==> src/rtl/ssq_pkg.sv <==
`timescale 1ns/1ps
package ssq_pkg;

  typedef enum logic [1:0] {
    ST_IDLE    = 2'd0,
    ST_RUN     = 2'd1,
    ST_HICCUP  = 2'd2,
    ST_LATCHED = 2'd3
  } ssq_state_e;

  typedef enum logic [1:0] {
    POL_LATCH  = 2'd0,
    POL_COUNT  = 2'd1,
    POL_HICCUP = 2'd2,
    POL_RSVD   = 2'd3
  } ssq_policy_e;

endpackage

==> src/rtl/ssq_period_timer.sv <==
`timescale 1ns/1ps
module ssq_period_timer #(
  parameter int PW = 8
) (
  input  logic          clk,
  input  logic          rst_n,
  input  logic          run,
  input  logic [PW-1:0] period_cfg,
  output logic [PW-1:0] pcnt,
  output logic          period_end
);

  // Index of the final cycle in a period; periods shorter than 2 are widened.
  function automatic logic [PW-1:0] last_tick(input logic [PW-1:0] cfg);
    return (cfg < PW'(2)) ? PW'(1) : cfg - PW'(1);
  endfunction

  assign period_end = run && (pcnt >= last_tick(period_cfg));

  always_ff @(posedge clk) begin
    if (!rst_n)                pcnt <= '0;
    else if (!run || period_end) pcnt <= '0;
    else                       pcnt <= pcnt + PW'(1);
  end

  // every run starts at the first cycle of a period
  a_r2_start_aligned: assert property (@(posedge clk) disable iff (!rst_n)
    $rose(run) |-> pcnt == '0);

endmodule

==> src/rtl/ssq_duty_ramp.sv <==
`timescale 1ns/1ps
module ssq_duty_ramp #(
  parameter int PW = 8,
  parameter int CW = 8
) (
  input  logic          clk,
  input  logic          rst_n,
  input  logic          restart,
  input  logic          active,
  input  logic          period_end,
  input  logic [PW-1:0] duty_step,
  input  logic [CW-1:0] step_every,
  input  logic [PW-1:0] duty_max,
  output logic [PW-1:0] duty,
  output logic          step_due
);

  logic [CW-1:0] mcnt;
  logic [CW-1:0] every_eff;

  function automatic logic [PW-1:0] clamp_to(input logic [PW-1:0] cur,
                                             input logic [PW-1:0] cap);
    return (cur > cap) ? cap : cur;
  endfunction

  function automatic logic [PW-1:0] raise(input logic [PW-1:0] cur,
                                          input logic [PW-1:0] step,
                                          input logic [PW-1:0] cap);
    logic [PW:0] sum;
    sum = (PW+1)'(cur) + (PW+1)'(step);
    return (sum > (PW+1)'(cap)) ? cap : sum[PW-1:0];
  endfunction

  assign every_eff = (step_every == '0) ? CW'(1) : step_every;
  assign step_due  = ((CW+1)'(mcnt) + (CW+1)'(1)) >= (CW+1)'(every_eff);

  always_ff @(posedge clk) begin
    if (!rst_n) begin
      duty <= '0;
      mcnt <= '0;
    end else if (restart) begin
      duty <= clamp_to(duty_step, duty_max);
      mcnt <= '0;
    end else if (active && period_end) begin
      if (step_due) begin
        mcnt <= '0;
        duty <= raise(duty, duty_step, duty_max);
      end else begin
        mcnt <= mcnt + CW'(1);
        duty <= clamp_to(duty, duty_max);
      end
    end
  end

  // width only moves at a period boundary or a restart
  a_r5_duty_at_boundary: assert property (@(posedge clk) disable iff (!rst_n)
    (!period_end && !restart) |=> $stable(duty));

  // after a boundary update the width respects the ceiling in force
  a_r4_duty_capped: assert property (@(posedge clk) disable iff (!rst_n)
    (active && period_end && !restart) |=> duty <= $past(duty_max));

endmodule

==> src/rtl/ssq_fault_policy.sv <==
`timescale 1ns/1ps
module ssq_fault_policy
  import ssq_pkg::*;
#(
  parameter int CW = 8
) (
  input  logic          clk,
  input  logic          rst_n,
  input  logic          enable,
  input  logic          clf,
  input  logic          period_end,
  input  ssq_policy_e   policy,
  input  logic [CW-1:0] fault_limit,
  input  logic [CW-1:0] hiccup_off,
  input  logic [CW-1:0] clean_reset,
  output ssq_state_e    state,
  output logic          restart,
  output logic          kill,
  output logic          fault_in_period
);

  logic [CW-1:0] evt_cnt, clean_cnt, off_cnt;
  logic [CW-1:0] evt_next, off_eff;
  logic          trip, go_hiccup, go_latch, off_done, clean_hit, in_run;

  function automatic logic [CW-1:0] sat_inc(input logic [CW-1:0] v);
    return (v == '1) ? v : v + CW'(1);
  endfunction

  function automatic logic reaches(input logic [CW-1:0] cnt,
                                   input logic [CW-1:0] lim);
    return ((CW+1)'(cnt) + (CW+1)'(1)) >= (CW+1)'(lim);
  endfunction

  assign in_run          = (state == ST_RUN);
  assign fault_in_period = in_run && (kill || clf);
  assign evt_next        = sat_inc(evt_cnt);
  assign trip            = (policy == POL_LATCH) || (policy == POL_RSVD) ||
                           (evt_next > fault_limit);
  assign go_hiccup       = period_end && fault_in_period && trip && (policy == POL_HICCUP);
  assign go_latch        = period_end && fault_in_period && trip && (policy != POL_HICCUP);
  assign off_eff         = (hiccup_off == '0) ? CW'(1) : hiccup_off;
  assign off_done        = (state == ST_HICCUP) && period_end && reaches(off_cnt, off_eff);
  assign clean_hit       = (clean_reset != '0) && reaches(clean_cnt, clean_reset);
  assign restart         = enable && ((state == ST_IDLE) || off_done);

  always_ff @(posedge clk) begin
    if (!rst_n) begin
      state     <= ST_IDLE;
      evt_cnt   <= '0;
      clean_cnt <= '0;
      off_cnt   <= '0;
      kill      <= 1'b0;
    end else if (state == ST_LATCHED) begin
      kill <= 1'b0;
    end else if (!enable) begin
      state     <= ST_IDLE;
      evt_cnt   <= '0;
      clean_cnt <= '0;
      off_cnt   <= '0;
      kill      <= 1'b0;
    end else begin
      case (state)
        ST_IDLE: begin
          state     <= ST_RUN;
          evt_cnt   <= '0;
          clean_cnt <= '0;
          kill      <= 1'b0;
        end
        ST_RUN: begin
          kill <= period_end ? 1'b0 : (kill || clf);
          if (period_end) begin
            if (fault_in_period) begin
              evt_cnt   <= evt_next;
              clean_cnt <= '0;
              if (go_hiccup) begin
                state   <= ST_HICCUP;
                off_cnt <= '0;
              end else if (go_latch) begin
                state <= ST_LATCHED;
              end
            end else if (clean_hit) begin
              evt_cnt   <= '0;
              clean_cnt <= '0;
            end else begin
              clean_cnt <= sat_inc(clean_cnt);
            end
          end
        end
        ST_HICCUP: begin
          kill <= 1'b0;
          if (period_end) begin
            if (off_done) begin
              state     <= ST_RUN;
              evt_cnt   <= '0;
              clean_cnt <= '0;
              off_cnt   <= '0;
            end else begin
              off_cnt <= off_cnt + CW'(1);
            end
          end
        end
        default: state <= ST_LATCHED;
      endcase
    end
  end

  // latch-off is permanent until reset
  a_r7_latch_sticky: assert property (@(posedge clk) disable iff (!rst_n)
    (state == ST_LATCHED) |=> (state == ST_LATCHED));

  // hiccup is only entered from a faulted period at its boundary
  a_r9_hiccup_needs_fault: assert property (@(posedge clk) disable iff (!rst_n)
    (in_run && !(period_end && fault_in_period)) |=> (state != ST_HICCUP));

  // hiccup is left only at a period boundary
  a_r10_resume_at_boundary: assert property (@(posedge clk) disable iff (!rst_n)
    (state == ST_HICCUP && !period_end) |=> (state != ST_RUN));

  // counting policy never latches while the count is within the limit
  a_r8_tolerate_below_limit: assert property (@(posedge clk) disable iff (!rst_n)
    (policy == POL_COUNT && in_run && enable && evt_next <= fault_limit)
      |=> (state != ST_LATCHED));

endmodule

==> src/rtl/ssq_ilim_profile.sv <==
`timescale 1ns/1ps
module ssq_ilim_profile #(
  parameter int CW = 8,
  parameter int TW = 4
) (
  input  logic          clk,
  input  logic          rst_n,
  input  logic          restart,
  input  logic          active,
  input  logic          period_end,
  input  logic [CW-1:0] ilim_hold,
  input  logic [TW-1:0] ilim_hi,
  input  logic [TW-1:0] ilim_lo,
  output logic [TW-1:0] code
);

  logic [CW-1:0] hcnt;

  always_ff @(posedge clk) begin
    if (!rst_n)                                    hcnt <= '0;
    else if (restart)                              hcnt <= '0;
    else if (active && period_end && hcnt != '1)   hcnt <= hcnt + CW'(1);
  end

  assign code = (hcnt < ilim_hold) ? ilim_hi : ilim_lo;

  // the profile position advances only at a boundary or a restart
  a_r12_profile_at_boundary: assert property (@(posedge clk) disable iff (!rst_n)
    (!period_end && !restart) |=> $stable(hcnt));

endmodule

==> src/rtl/softstart_ocp_seq.sv <==
`timescale 1ns/1ps
module softstart_ocp_seq
  import ssq_pkg::*;
#(
  parameter int PW = 8,
  parameter int CW = 8,
  parameter int TW = 4
) (
  input  logic          clk,
  input  logic          rst_n,
  input  logic          init_done,
  input  logic          supply_ok,
  input  logic [PW-1:0] period_cfg,
  input  logic [PW-1:0] duty_max,
  input  logic [PW-1:0] duty_step,
  input  logic [CW-1:0] step_every,
  input  logic [1:0]    policy,
  input  logic [CW-1:0] fault_limit,
  input  logic [CW-1:0] hiccup_off,
  input  logic [CW-1:0] clean_reset,
  input  logic [CW-1:0] ilim_hold,
  input  logic [TW-1:0] ilim_hi,
  input  logic [TW-1:0] ilim_lo,
  input  logic          clf,
  output logic          pulse_o,
  output logic [TW-1:0] ilim_code_o,
  output logic          running_o,
  output logic          hiccup_o,
  output logic          latched_o
);

  ssq_state_e    state;
  logic          enable, restart, kill, fault_in_period, period_end, step_due, timer_run;
  logic [PW-1:0] pcnt, duty;

  assign enable    = init_done && supply_ok;
  assign running_o = (state == ST_RUN);
  assign hiccup_o  = (state == ST_HICCUP);
  assign latched_o = (state == ST_LATCHED);
  assign timer_run = running_o || hiccup_o;

  ssq_period_timer #(.PW(PW)) u_timer (
    .clk        (clk),
    .rst_n      (rst_n),
    .run        (timer_run),
    .period_cfg (period_cfg),
    .pcnt       (pcnt),
    .period_end (period_end)
  );

  ssq_fault_policy #(.CW(CW)) u_policy (
    .clk             (clk),
    .rst_n           (rst_n),
    .enable          (enable),
    .clf             (clf),
    .period_end      (period_end),
    .policy          (ssq_policy_e'(policy)),
    .fault_limit     (fault_limit),
    .hiccup_off      (hiccup_off),
    .clean_reset     (clean_reset),
    .state           (state),
    .restart         (restart),
    .kill            (kill),
    .fault_in_period (fault_in_period)
  );

  ssq_duty_ramp #(.PW(PW), .CW(CW)) u_ramp (
    .clk        (clk),
    .rst_n      (rst_n),
    .restart    (restart),
    .active     (running_o),
    .period_end (period_end),
    .duty_step  (duty_step),
    .step_every (step_every),
    .duty_max   (duty_max),
    .duty       (duty),
    .step_due   (step_due)
  );

  ssq_ilim_profile #(.CW(CW), .TW(TW)) u_ilim (
    .clk        (clk),
    .rst_n      (rst_n),
    .restart    (restart),
    .active     (running_o),
    .period_end (period_end),
    .ilim_hold  (ilim_hold),
    .ilim_hi    (ilim_hi),
    .ilim_lo    (ilim_lo),
    .code       (ilim_code_o)
  );

  assign pulse_o = running_o && (pcnt < duty) && !kill && !clf;

  // a run is only ever in progress after enable was present
  a_r1_run_needs_enable: assert property (@(posedge clk) disable iff (!rst_n)
    running_o |-> $past(init_done && supply_ok));

  // a flag inside a period silences the rest of that period
  a_r6_clf_truncates: assert property (@(posedge clk) disable iff (!rst_n)
    (clf && running_o && !period_end) |=> !pulse_o);

endmodule

==> config.mk <==
export PLATFORM = sky130hd
export DESIGN_NAME = softstart_ocp_seq
export DESIGN_NICKNAME = d
export VERILOG_FILES = /design/src/rtl/ssq_pkg.sv /design/src/rtl/ssq_period_timer.sv /design/src/rtl/ssq_duty_ramp.sv /design/src/rtl/ssq_fault_policy.sv /design/src/rtl/ssq_ilim_profile.sv /design/src/rtl/softstart_ocp_seq.sv
export SDC_FILE = /design/constraint.sdc
export NUM_CORES = 1
export LEC_CHECK = 0
export BUFFER_PORTS_ARGS = -buffer_cell sky130_fd_sc_hd__clkbuf_2
export CELL_PAD_IN_SITES_DETAIL_PLACEMENT = 1
export CELL_PAD_IN_SITES_GLOBAL_PLACEMENT = 1
export CORE_MARGIN = 4
export CORE_UTILIZATION = 30
export DETAILED_ROUTE_END_ITERATION = 10
export PLACE_DENSITY_LB_ADDON = 0.1
export REMOVE_ABC_BUFFERS = 1
export SYNTH_ARGS = -nofsm -noshare
export SYNTH_HDL_FRONTEND = slang
export SYNTH_HIERARCHICAL = 1
export SYNTH_SLANG_ARGS = --single-unit
==> constraint.sdc <==
create_clock -name clk -period 11.8 [get_ports clk]
set_clock_uncertainty 0.15 [all_clocks]
set_input_delay 2.36 -clock clk [delete_from_list [all_inputs] [get_ports clk]]
set_output_delay 2.36 -clock clk [all_outputs]
set_load 0.01 [all_outputs]
==> out/results.ini, run 1 <==
[critical_path]
cp_common_cell = clkbuf_2
critical_path.max_stage_delay_ns = 0.41
rrSetupSlack_ns = 7.72
crit_required_ns = 9.29
ff2ff_path_depth = 13
crit_slowest_cell = a2111o_1
worstReg2RegStart = u_ramp/duty[0]$_SDFFE_PN0P_
crit_path_end_kind = primary output
critPathArrivalTime_ns = 3.98
path_cells = clkbuf_2 -> inv_1 -> ha_1 -> a2111o_1 -> a211oi_4 -> mux2_1 -> clkbuf_2
crit_type = input port to primary output
cp-start-kind = input port
cp_max_fo = 4
timing.rr.end = u_ramp/duty[7]$_SDFFE_PN0P_

[timing]
setup_viol = 0
worst_pin_slew_ns = 0.952
hold_violations = 0
finalMaxSlewViolations = 0
grt_setup_unrepaired = no
max_freq_mhz = 154
layout_worst_path_cycle_share_pct = 55.0
worst_slack_ns = 5.31
fin_tns_setup_ns = 0
slew_headroom_pct = 36.0
fin_crit_ns = 6.49

[routing]
first_pass_iters = 4
vias = 5608
routed_via_density = 5.18
drt-initial-drc-count = 160
drtAntennaViolNets = 0
wl_per_cell_um = 16.5
drc = 0
drt_wl_total_um = 17800

[die]
start_util_pct = 30.7
core_um2 = 19500
io_pins = 87
die_h_um = 149
die_w_um = 149
row_count = 51
dieArea_um2 = 22300

[finish]
final_cell_mix = 97 x ha_1, 86 x clkbuf_2, 66 x inv_1
drive_gt1_share_pct = 18.6
area_delta_synth_final_pct = 16.7
antennaDiodeCount = 0
multiInputGateArea_um2 = 4460
final_common_cell = ha_1
final_nets = 989
sequential_cell_area_um2 = 1180
n_fill_cell = 2395

[pwr]
p_int_uw = 455
seq_power_share_pct = 33.1
p_clk_share_pct = 45.8
leakagePower_uw = 0.00323
power.switching_uw = 177
vdd_drop_max_v = 0.0000636
p_sw_share_pct = 28.0
power_density_nw_per_um2 = 90.5
pwr-share-comb_pct = 21.1

[placed_design]
gp_congestion = 0.796
portBuffers = 86
dp_slack_ns = 5.13
dpl.hpwl_um = 14700

[logic_synthesis]
synth_compound_area_share_pct = 20.6
synth_top_family_by_area = simple AND/OR/NAND/NOR gates
synth_fa_ha_area_share_pct = 20.8
synth_xor_area_share_pct = 5.56
async_reset_ff_share_pct = 0
synth_edf_count = 0
synth.distinct_cells = 85
ys_seq_area_share_pct = 19.7
synthCells = 731
ys_ff_latch = 59
synth_top_flop_cell = dfxtp_1
postSynthAreaPerCell_um2 = 8.19
syn_area_um2 = 5990
synth_mux_area_share_pct = 5.14
synth-simple-area-share_pct = 22.2
yosysWarnings = 6

[clock_network]
clk_latency_ns = 0.33
cts.reportedPaths.clkPinSlew_ns = 0.05
cts_hold_buffers = 0
post_cts_buffers = 0
cts_sinks = 59
cts_resized = 0
clockBufferDepth = 2
cts_tree = built
cts_made_buffers = 9
root_buffer = clkbuf_16
cts_htree_levels = 3

[run]
max_cap_viol_count = 0

[global_routing]
grt_max_degree = 35
grt_antenna_before_repair = 0
grt-ovfl-total = 0
grtUsageTotal_pct = 16.3
grt_pass1_vias = 5886
grt_pass1_wl_um = 29400

[worst_hold_path]
min_from = u_ramp/mcnt[6]$_SDFFE_PP0P_
hold_depth = 2
worstHoldEndpoint = u_ramp/mcnt[6]$_SDFFE_PP0P_
hold_class = flop to flop

[status]
status = finished, final reports clean

## worst max path at each step
stage | startpoint | end | cells after the start
floorplan | ilim_hold[1] | ilim_code_o[0] | 5
detailed placement | period_cfg[5] | u_ramp/duty[4]$_SDFFE_PN0P_ | 15
global placement | period_cfg[5] | u_ramp/duty[3]$_SDFFE_PN0P_ | 15
CTS | ilim_hold[1] | ilim_code_o[2] | 7
global route | period_cfg[5] | u_ramp/duty[2]$_SDFFE_PN0P_ | 15
finish | ilim_hold[1] | ilim_code_o[2] | 7
## worst max-delay path, delay by kind of cell
family,cells,cell delay (ns)
muxes,1,0.36
adders and majority gates,1,0.30
AOI/OAI and AO/OA,2,0.72
buffers and inverters,3,0.25
## logic make-up after synthesis
kind of cell	Yosys count
XOR/XNOR	38
AO/OA/AOI/OAI	171
adder cells (fa/ha/maj)	99
AND/OR/NAND/NOR	251
flip-flops	59
buffers and inverters	84
multiplexers	29
## flip-flops by register name (all words and copies together) (netlist names)
name and count:
u_ilim/hcnt 8, u_policy/clean_cnt 8, u_policy/evt_cnt 8, u_policy/kill 1, u_policy/off_cnt 8, u_policy/state 2
u_ramp/duty 8, u_ramp/mcnt 8, u_timer/pcnt 8
## synth_stat cells (11+ instances only)
library cell	instances	area (um^2)
and3_1	11	68.8
a21oi_1	39	195
nand4_1	11	68.8
o21ai_0	26	130
mux2i_1	15	150
nor2_1	42	158
xnor2_1	16	140
o211ai_1	13	97.6
dfxtp_1	59	1180
xor2_1	22	193
nand2_1	63	236
nand3_1	40	200
ha_1	97	1210
inv_1	66	248
## power by group through the flow
stage                     Combinational, uW  Clock (uW)  Sequential [uW]
final                                   134         289              209
after global routing                    151         308              210
after CTS                               135         300              209
after detailed placement                134           0              213
after global placement                  128           0              213
after floorplan                        86.5           0              210
## per-layer routing
layer / track usage [%] / vias up / part of all wire (%)
met1: 22.0 / 2699 / 49
met4: 3.39 / 0 / 0.95
met3: 3.16 / 11 / 3.1
met5: 0 / - / 0
li1: - / 2825 / -
met2: 27.0 / 73 / 47
## layout make-up
type                       instances  area share, %
inverter                          67           3.60
timing repair buffer              87           6.27
clock inverter                     5           1.07
clock buffer                      11           3.62
multi-input combinational        588           63.8
sequential                        59           16.9
tap                              265           4.75
## metrics by stage
stage | hold slack (ns) | util, % | instances | total power (uW) | cell area (um^2)
2_1_floorplan | 0.294 | - | 714 | 296 | 5880
3_3_place_gp | 0.322 | 34.1 | 1066 | 341 | 6660
3_5_place_dp | 0.333 | 34.1 | 1066 | 348 | 6660
4_1_cts | 0.340 | 35.8 | 1082 | 644 | 6990
5_1_grt | 0.381 | 35.8 | 1082 | 669 | 6990
6_report | 0.341 | 35.8 | 1082 | 632 | 6990
No activity file was read; power rests on OpenSTA's default activity.
==> run 2, diff against run 1 <==
Settings changed: ABC_AREA from default to 1.
Clock period 11.8 ns to 6.1 ns, I/O delays scaled along.
==> run 2 against run 1 <==
Wire length decreased by 1.7%. Sequential share of layout area decreased by 1.4 points. Clock-buffer cell count increased by 3. Setup slack got worse by 3.7 ns. Largest cell class unchanged.
==> out/results.ini, run 2 <==
[logic_synthesis]
yosysWarnings = 6
synthTopCellsByCount = 253 x nand2_1, 170 x inv_1, 124 x nor2_1
netlist.area_leader.share_pct = 18.4
ys_ff_latch = 59
postSynthAreaPerCell_um2 = 6.42
synth.distinct_cells = 49
synth.most_common_cell = nand2_1
synth_top_cell_by_area = ha_1
synth_edf_count = 0
synth_top_flop_cell = dfxtp_1
netlist_top_cells_area = ha_1 18%, dfxtp_1 18%, nand2_1 14%
syn_area_um2 = 6580
synthCells = 1024
ys_seq_area_share_pct = 18.0
async_reset_ff_share_pct = 0

[die]
die_h_um = 156
io_pins = 87
die_w_um = 156
row_count = 53
start_util_pct = 30.9
dieArea_um2 = 24400
core_um2 = 21300

[pwr]
p_sw_share_pct = 30.5
power_density_nw_per_um2 = 165
power.switching_uw = 381
power.total_uw = 1250
p_int_uw = 870
pwr-share-comb_pct = 23.9
seq_power_share_pct = 33.0
vdd_drop_max_v = 0.000129
p_clk_share_pct = 43.0
leakagePower_uw = 0.00417

[placed_design]
portBuffers = 86
gp_congestion = 0.768
dpl.hpwl_um = 14800

[timing]
layout_worst_path_cycle_share_pct = 73.4
worst_pin_slew_ns = 0.730
finalMaxSlewViolations = 0
fin_crit_ns = 4.48
hold_violations = 0
slew_headroom_pct = 51.3
grt_setup_unrepaired = no
max_freq_mhz = 223
setup_viol = 0
fin_tns_setup_ns = 0

[clock_network]
cts_htree_levels = 3
cts_resized = 0
cts_made_buffers = 9
clockBufferDepth = 2
cts.reportedPaths.clkPinSlew_ns = 0.05
clk_latency_ns = 0.34
root_buffer = clkbuf_16
cts_sinks = 59
cts_tree = built
cts_hold_buffers = 0
post_cts_buffers = 0

[critical_path]
crit_slowest_cell = a21boi_0
cp_max_fo = 16
cp_common_cell = nand2_1
path_cells = clkbuf_2 -> inv_1 -> ha_1 -> inv_1 -> nor2_1 -> o21ai_0 -> ha_1 -> nand2_1 -> nor2_1 -> nor2_1 -> nand2_1 -> nand2_1 -> a21boi_0 -> inv_1 -> nor2_1 -> nand2_2 -> a21oi_1 -> buf_4 -> inv_1 -> nand2_1 -> nand2_4 -> nand2_1 -> nand2_1 -> a21oi_2
critPathArrivalTime_ns = 4.59
crit_path_end_kind = flop
critical_path.max_stage_delay_ns = 0.42
cp-start-kind = input port
crit_required_ns = 6.22
crit_type = input port to flop

[finish]
final_nets = 1290
utilization_pct = 35.7
antennaDiodeCount = 0
drive_gt1_share_pct = 16.2
final_cell_mix = 253 x nand2_1, 170 x inv_1, 124 x nor2_1
n_fill_cell = 2834
area_delta_synth_final_pct = 15.4
final_common_cell = nand2_1

[global_routing]
grt_max_degree = 33
grt_pass1_wl_um = 29500
grt-ovfl-total = 0
grtUsageTotal_pct = 14.6
grt_pass1_vias = 6316
grt_antenna_before_repair = 0

[routing]
wl_met2_um = 8350
met1Wirelength_um = 8400
drc = 0
dr_wl_met3_um = 512
routed_via_density = 4.60
first_pass_iters = 5
drt_wl_total_um = 17500
drtAntennaViolNets = 0
wl_per_cell_um = 12.6
drt-initial-drc-count = 180
vias = 6399
maxUsedRoutingLayer = met4

[worst_hold_path]
hold_class = flop to flop

[run]
max_cap_viol_count = 0

[status]
status = finished, final reports clean

[run 2: logic make-up (layout without fill, tap and decap cells)]
group           after synthesis  after routing  share of synthesized area (%)
xor+xnor                     34             34                           4.53
compound gates               95             95                           8.90
flops                        59             59                           18.0
simple gates                547            547                           38.2
fa+ha+maj                    98             98                           18.8
buf+inv                     191            284                           11.7
[run 2: cell type report]
cell class                 instances  area, um^2  share of cell area, %
inverter                         181         681                   8.96
clock buffer                      14         284                   3.74
tap                              275         344                   4.53
sequential                        59        1180                   15.6
timing repair buffer              88         445                   5.87
clock inverter                     1        30.0                  0.395
multi-input combinational        774        4630                   60.9
[run 2: per-stage QoR]
stage                     setup WS (ns)  instances  area (um^2)  hold WS [ns]
final                              1.62       1392         7590         0.336
after floorplan                    1.43       1014         6490         0.301
after global routing               1.13       1392         7590         0.376
after global placement             1.43       1377         7280         0.319
after detailed placement           1.27       1377         7280         0.331
after CTS                          1.55       1392         7590         0.344
[run 2: path summary, 6_finish.rpt]
check / slack, ns / start / cells after the start / end
setup reg to reg: 2.39 / u_policy/off_cnt[0]$_SDFFE_PN0P_ / 20 / u_ramp/duty[5]$_SDFFE_PN0P_
hold reg to reg: 0.34 / u_timer/pcnt[0]$_SDFF_PP0_ / 1 / u_timer/pcnt[0]$_SDFF_PP0_
setup / recovery: 1.62 / period_cfg[1] / 24 / u_ramp/duty[5]$_SDFFE_PN0P_
hold / removal: 0.34 / u_timer/pcnt[0]$_SDFF_PP0_ / 1 / u_timer/pcnt[0]$_SDFF_PP0_
[run 2: power by group through the flow]
stage,clock network (uW),registers (uW),logic (uW)
after global placement,0,422,301
after floorplan,0,417,207
after global routing,575,416,351
after CTS,558,414,307
after detailed placement,0,422,305
final,538,414,300
[run 2: critical path: cells and delay by family]
family / cells / cell delay [ns]
fa+ha+maj: 2 / 0.48
compound gates: 4 / 0.84
simple gates: 12 / 1.24
buf+inv: 6 / 0.79
[run 2: metal layers]
metal	vias up	GRT usage, %
li1	3428	-
met2	77	25.7
met3	15	1.64
met1	2879	18.8
met5	-	0
met4	0	4.25
